===== config.mk =====
export PLATFORM = sky130hd
export DESIGN_NAME = rx_pkt_buffer
export DESIGN_NICKNAME = d
export VERILOG_FILES = /design/src/rtl/rxb_pkg.sv /design/src/rtl/rxb_mem.sv /design/src/rtl/rxb_ptr_ctrl.sv /design/src/rtl/rxb_events.sv /design/src/rtl/rx_pkt_buffer.sv
export SDC_FILE = /design/constraint.sdc
export NUM_CORES = 1
export LEC_CHECK = 0
export BUFFER_PORTS_ARGS = -buffer_cell sky130_fd_sc_hd__clkbuf_2
export CAP_MARGIN = 20
export CORE_MARGIN = 2
export CORE_UTILIZATION = 34
export DETAILED_ROUTE_END_ITERATION = 7
export MAX_ROUTING_LAYER = met4
export PLACE_DENSITY = 0.48
export SKIP_LAST_GASP = 1
export SLEW_MARGIN = 40
export SYNTH_ARGS = -nofsm -noshare
export SYNTH_HDL_FRONTEND = slang
export SYNTH_HIERARCHICAL = 1
export SYNTH_SLANG_ARGS = --single-unit

===== constraint.sdc =====
create_clock -name clk -period 7.9 [get_ports clk]
set_input_delay 2.37 -clock clk [delete_from_list [all_inputs] [get_ports clk]]
set_output_delay 2.37 -clock clk [all_outputs]
set_load 0.02 [all_outputs]

===== src/rtl/rxb_pkg.sv =====
package rxb_pkg;

  // Threshold selected by the 3-bit watermark code; codes 4..7 share top level
  function automatic int unsigned wm_threshold(input logic [2:0] code,
                                               input int unsigned top_lvl);
    case (code)
      3'd0:    return 1;
      3'd1:    return 4;
      3'd2:    return 8;
      3'd3:    return 16;
      default: return top_lvl;
    endcase
  endfunction

endpackage


===== src/rtl/rxb_mem.sv =====
module rxb_mem #(
  parameter int DW    = 8,
  parameter int DEPTH = 32,
  localparam int AW   = $clog2(DEPTH)
) (
  input  logic          clk,
  input  logic          we,
  input  logic [AW-1:0] waddr,
  input  logic [DW-1:0] wdata,
  input  logic          re,
  input  logic [AW-1:0] raddr,
  output logic [DW-1:0] rdq
);

  // Simple dual-port array with registered read for block RAM inference
  logic [DW-1:0] mem [DEPTH];

  always_ff @(posedge clk) begin
    if (we) mem[waddr] <= wdata;
  end

  always_ff @(posedge clk) begin
    if (re) rdq <= mem[raddr];
  end

endmodule


===== src/rtl/rxb_ptr_ctrl.sv =====
module rxb_ptr_ctrl #(
  parameter int DEPTH = 32,
  localparam int AW   = $clog2(DEPTH),
  localparam int LW   = $clog2(DEPTH + 1)
) (
  input  logic          clk,
  input  logic          rst,
  input  logic          push_req,
  input  logic          pop_req,
  output logic          push_ok,
  output logic          pop_ok,
  output logic [AW-1:0] wr_addr,
  output logic [AW-1:0] rd_addr,
  output logic [LW-1:0] cnt,
  output logic [LW-1:0] cnt_nxt,
  output logic          full,
  output logic          empty
);

  localparam logic [LW-1:0] FULL_LVL = LW'(DEPTH);
  localparam logic [AW-1:0] LAST_IDX = AW'(DEPTH - 1);

  logic [AW-1:0] wr_ptr, rd_ptr;

  assign full    = (cnt == FULL_LVL);
  assign empty   = (cnt == '0);
  // Fullness judged on the current count, before any pop of this cycle
  assign push_ok = push_req && !full;
  assign pop_ok  = pop_req && !empty;
  assign wr_addr = wr_ptr;
  assign rd_addr = rd_ptr;

  always_comb begin
    case ({push_ok, pop_ok})
      2'b10:   cnt_nxt = cnt + 1'b1;
      2'b01:   cnt_nxt = cnt - 1'b1;
      default: cnt_nxt = cnt;
    endcase
  end

  always_ff @(posedge clk) begin
    if (rst) begin
      wr_ptr <= '0;
      rd_ptr <= '0;
      cnt    <= '0;
    end else begin
      if (push_ok) wr_ptr <= (wr_ptr == LAST_IDX) ? '0 : wr_ptr + 1'b1;
      if (pop_ok)  rd_ptr <= (rd_ptr == LAST_IDX) ? '0 : rd_ptr + 1'b1;
      cnt <= cnt_nxt;
    end
  end


  level_range_chk: assert property (@(posedge clk) disable iff (rst)
    cnt <= FULL_LVL);


  empty_pop_chk: assert property (@(posedge clk) disable iff (rst)
    (pop_req && empty && !push_req) |=> (cnt == '0));


  full_push_chk: assert property (@(posedge clk) disable iff (rst)
    (push_req && full && !pop_req) |=> full);

endmodule


===== src/rtl/rxb_events.sv =====
module rxb_events #(
  parameter int DEPTH   = 32,
  parameter int PKT_MAX = 32,
  parameter int WM_TOP  = 30,
  localparam int LW     = $clog2(DEPTH + 1)
) (
  input  logic          clk,
  input  logic          rst,
  input  logic [LW-1:0] cnt,
  input  logic [LW-1:0] cnt_nxt,
  input  logic [2:0]    wm_sel,
  input  logic          ovf_evt,
  output logic          irq_wm,
  output logic          irq_ovf,
  output logic          accept
);

  // Largest level at which one full packet still fits
  localparam logic [LW-1:0] ACC_MAX = LW'(DEPTH - PKT_MAX);

  logic [LW-1:0] thr;
  assign thr = LW'(rxb_pkg::wm_threshold(wm_sel, WM_TOP));

  always_ff @(posedge clk) begin
    if (rst) begin
      irq_wm  <= 1'b0;
      irq_ovf <= 1'b0;
      accept  <= 1'b1;
    end else begin
      irq_wm  <= (cnt_nxt >= thr) && (cnt < thr);
      irq_ovf <= ovf_evt;
      accept  <= (cnt_nxt <= ACC_MAX);
    end
  end


  accept_room_chk: assert property (@(posedge clk) disable iff (rst)
    accept |-> (cnt <= ACC_MAX));


  ovf_pulse_chk: assert property (@(posedge clk) disable iff (rst)
    ovf_evt |=> irq_ovf);


  wm_level_chk: assert property (@(posedge clk) disable iff (rst)
    irq_wm |-> (cnt >= $past(thr)));

endmodule


===== src/rtl/rx_pkt_buffer.sv =====
module rx_pkt_buffer #(
  parameter int DW      = 8,
  parameter int DEPTH   = 32,
  parameter int PKT_MAX = 32,
  parameter int WM_TOP  = 30,
  localparam int AW     = $clog2(DEPTH),
  localparam int LW     = $clog2(DEPTH + 1)
) (
  input  logic          clk,
  input  logic          rst,
  input  logic          in_valid,
  input  logic [DW-1:0] in_data,
  output logic          in_ready,
  output logic          pkt_accept_ok,
  input  logic          rd_pop,
  output logic [DW-1:0] rd_data,
  output logic [LW-1:0] level,
  input  logic [2:0]    wm_sel,
  output logic          irq_watermark,
  output logic          irq_overflow
);

  logic          push_ok, pop_ok, full, empty;
  logic [AW-1:0] wr_addr, rd_addr;
  logic [LW-1:0] cnt, cnt_nxt;
  logic [DW-1:0] rdq;
  logic          rd_blank;

  rxb_ptr_ctrl #(.DEPTH(DEPTH)) u_ctrl (
    .clk     (clk),
    .rst     (rst),
    .push_req(in_valid),
    .pop_req (rd_pop),
    .push_ok (push_ok),
    .pop_ok  (pop_ok),
    .wr_addr (wr_addr),
    .rd_addr (rd_addr),
    .cnt     (cnt),
    .cnt_nxt (cnt_nxt),
    .full    (full),
    .empty   (empty)
  );

  rxb_mem #(.DW(DW), .DEPTH(DEPTH)) u_mem (
    .clk  (clk),
    .we   (push_ok),
    .waddr(wr_addr),
    .wdata(in_data),
    .re   (pop_ok),
    .raddr(rd_addr),
    .rdq  (rdq)
  );

  rxb_events #(.DEPTH(DEPTH), .PKT_MAX(PKT_MAX), .WM_TOP(WM_TOP)) u_evt (
    .clk    (clk),
    .rst    (rst),
    .cnt    (cnt),
    .cnt_nxt(cnt_nxt),
    .wm_sel (wm_sel),
    .ovf_evt(in_valid && full),
    .irq_wm (irq_watermark),
    .irq_ovf(irq_overflow),
    .accept (pkt_accept_ok)
  );

  // Marks that the last pop found nothing; masks the RAM output register
  always_ff @(posedge clk) begin
    if (rst)         rd_blank <= 1'b1;
    else if (rd_pop) rd_blank <= empty;
  end

  assign rd_data  = rd_blank ? '1 : rdq;
  assign level    = cnt;
  assign in_ready = !full;


  accepted_byte_chk: assert property (@(posedge clk) disable iff (rst)
    (in_valid && in_ready) |=> (level != '0));


  empty_read_chk: assert property (@(posedge clk) disable iff (rst)
    (rd_pop && level == '0) |=> (rd_data == '1));

endmodule


==> results.toml <==
[global_route]
grt_max_degree = 70
grt_pass1_vias = 5713
grt_use_total = 0.149
grt_pass1_wl_um = 37700
gr-total-overflow = 0
antenna_found_initial = 0

[sta]
fin_crit_ns = 4.89
final_max_slew_viol_count = 0
period_share = 0.619
fin_setup_tns_ns = 0
max_freq_ghz = 0.204
finalSetupViolCount = 0
timing.slew.headroom = 0.407
fin_ws_ns = 3.01
whs_ns = 0.595
hold_viol_final = 0
tightestPinTransition_ns = 0.887
fin_skew_ns = 0.0305
rsz0062_at_grt = "no"

[synthesis]
yosysWarnings = 6
syn-cell-area_um2 = 11600
syn_area_per_cell_um2 = 19.9
synth_adder_area_share = 0.0212
synth_mux_area_frac = 0.169
synth_compound_area_frac = 0.0253
seq_area_frac_synth = 0.720
syn-num-nets = 614
synth_seq_cells = 284
yosys.area_share.simple = 0.0479
synth_cell_type_count = 53
synth_cells = 580
yosys.area_share.xor_xnor = 0.00227
synth_top_family_by_area = "multiplexers"

[min_path]
worst_hold_path_type = "flip-flop to flip-flop"

[clock_tree]
cts_setup_buffers = 0
cts-buffers-inserted = 30
cts_num_sinks = 284
clk_latency_ns = 0.56
cts_max_path_buffers = 3
root_buffer = "clkbuf_16"
cts.clk_slew.worst_paths_ns = 0.06
ctsHoldBuffers = 0
ctsResizeCount = 0
htreeDepth = 1
cts_tree = "done"

[layout]
final_common_cell = "edfxtp_1"
regArea_um2 = 8330
nets = 657
final_cells = 1092
num_antenna_cells = 0
fill_cells = 3066
drive_gt1_frac = 0.317
final_cell_mix = "edfxtp_1, mux4_2, clkbuf_2"
areaGrowthSynthToFinish_pct = 14.3
multi_input_area_um2 = 3130
utilization = 0.394

[power_and_ir_drop]
switchingPower_w = 0.00106
p_leak_nw = 4.14
ir_drop_uv = 167
pwr-share-clk = 0.346
power_frac_seq = 0.454
p_int_w = 0.00289
p_per_area_nw_per_um2 = 299
comb_power_share = 0.200
p_sw_frac = 0.268

[setup_path]
slowest_delay_ns = 0.40
worst_ep_required_time_ns = 8.35
critPathArrivalTime_ns = 5.34
cpMaxStageDelayCell = "ha_1"
setup.worst_path.start_class = "input pin"
cp_cell_sequence = "clkbuf_2 -> o31ai_4 -> inv_1 -> ha_1 -> ha_1 -> a21o_2 -> a21oi_1 -> xor2_1 -> a21oi_1 -> ha_1 -> a21o_1 -> a211oi_2 -> o21ai_1 -> and4b_1"
timing_worst_setup_path_type = "input pin to flip-flop"
end_kind = "flip-flop"
crit_fanout = 9
cp_common_cell = "ha_1"

[detailed_routing]
vias = 5767
drt_wl_total_um = 25600
drc_errors = 0
dr.pass1.iters = 4
viasPerCell = 5.28
drt_iter0_drc = 396
ant_nets = 0
wire_per_inst_um = 23.5

[placement]
preCtsSetupSlack_ns = 2.47
place_hpwl_um = 15800
routabilityCongestion = 0.793
portBuffers = 32
place_inst = 1039

[floorplan]
rows = 67
die_h_um = 188
dieWidth_um = 188
core-area_um2 = 33500
die-area_um2 = 35500
start_util = 0.345
boundaryPins = 33

[job]
drv_cap = 0

[status]
status = "finished, final reports clean"
path summary, 6_finish.rpt:
kind	from	to	slack (ns)	cells after the start
max	rd_pop	u_evt/irq_wm	3.01	14
min	u_ctrl/wr_addr[0]	u_ctrl/wr_addr[0]	0.60	2
max reg2reg	u_ctrl/cnt[0]	u_evt/irq_wm	3.56	14
min reg2reg	u_ctrl/wr_addr[0]	u_ctrl/wr_addr[0]	0.60	2
worst max-delay path, delay by kind of cell:
| family | cells | cell delay, ns |
|---|---|---|
| AO/OA/AOI/OAI | 7 | 1.10 |
| adder cells (fa/ha/maj) | 3 | 1.04 |
| buffers and inverters | 2 | 0.44 |
| XOR/XNOR | 1 | 0.21 |
| AND/OR/NAND/NOR | 1 | 0.19 |
metrics by stage:
| step | power (W) | instance area, um2 |
|---|---|---|
| after detailed placement | 0.00262 | 12200 |
| after floorplan | 0.00239 | 11600 |
| after global placement | 0.00261 | 12200 |
| after global routing | 0.00413 | 13200 |
| after CTS | 0.00400 | 13200 |
| final | 0.00395 | 13200 |
layer usage:
metal / share of wire / track usage / vias to the layer above / wire [um]
met2: 0.48 / 0.235 / 136 / 12400
met3: 0.045 / 0.0248 / 42 / 1160
li1: - / - / 2470 / -
met1: 0.45 / 0.202 / 3119 / 11600
met5: 0 / - / - / 0
met4: 0.021 / 0.0382 / 0 / 545
synth_stat cells, drive strengths merged:
library cell,count,area share
a21oi,13,0.0056
o21a,1,0.00065
a2111oi,2,0.0015
mux4,80,0.16
nand3b,5,0.0032
a31oi,3,0.0016
or4,3,0.0021
a211oi,2,0.0017
o211a,1,0.00087
o21ai,9,0.0039
and4b,1,0.00087
a22oi,1,0.00065
inv,11,0.0036
o2111ai,1,0.00076
nor2,44,0.014
xor2,2,0.0015
ha,18,0.019
or3b,3,0.0023
dfxtp,20,0.035
nand2,6,0.0019
or4b,2,0.0017
and3,2,0.0011
nor4,1,0.00054
and2,2,0.0011
nand3,7,0.0030
clkbuf,9,0.0030
nand2b,1,0.00054
nor2b,8,0.0043
mux2,8,0.0078
or2,8,0.0043
nand4bb,1,0.00097
buf,15,0.0077
mux2i,6,0.0052
a211o,2,0.0016
nor3b,2,0.0013
o31ai,2,0.0037
or3,3,0.0017
a21o,4,0.0027
edfxtp,264,0.69
nor3,5,0.0026
fa,1,0.0017
xnor2,1,0.00076
logic make-up (layout without fill, tap and decap cells):
family,count (synthesis),after routing
xor gates and xnor gates,3,3
muxes,94,94
buffers and inverters,35,99
AOI/OAI and AO/OA,41,41
adders and majority gates,19,19
and+or+nand+nor,104,104
DFF,284,284
power by group through the flow:
stage / Clock, W / Sequential [W] / Combinational (W)
3_3_place_gp: 0 / 0.00183 / 0.000777
3_5_place_dp: 0 / 0.00183 / 0.000791
4_1_cts: 0.00140 / 0.00180 / 0.000794
2_1_floorplan: 0 / 0.00178 / 0.000607
6_report: 0.00137 / 0.00179 / 0.000789
5_1_grt: 0.00146 / 0.00181 / 0.000853
final cells by class:
class / count / share of cell area
clock buffer: 38 / 0.0606
clock inverter: 15 / 0.0124
inverter: 11 / 0.00312
multi-input combinational: 261 / 0.236
sequential: 284 / 0.631
tap: 448 / 0.0424
timing repair buffer: 35 / 0.0144
flip-flops by register name, indices dropped and copies added (netlist names):
register        flops
u_mem/rdq           8
u_ctrl/wr_addr      5
u_evt/accept        1
u_evt/irq_wm        1
u_ctrl/rd_addr      5
rd_blank            1
u_mem/mem         256
u_evt/irq_ovf       1
u_ctrl/cnt          6
No activity file was read; power rests on OpenSTA's default activity.
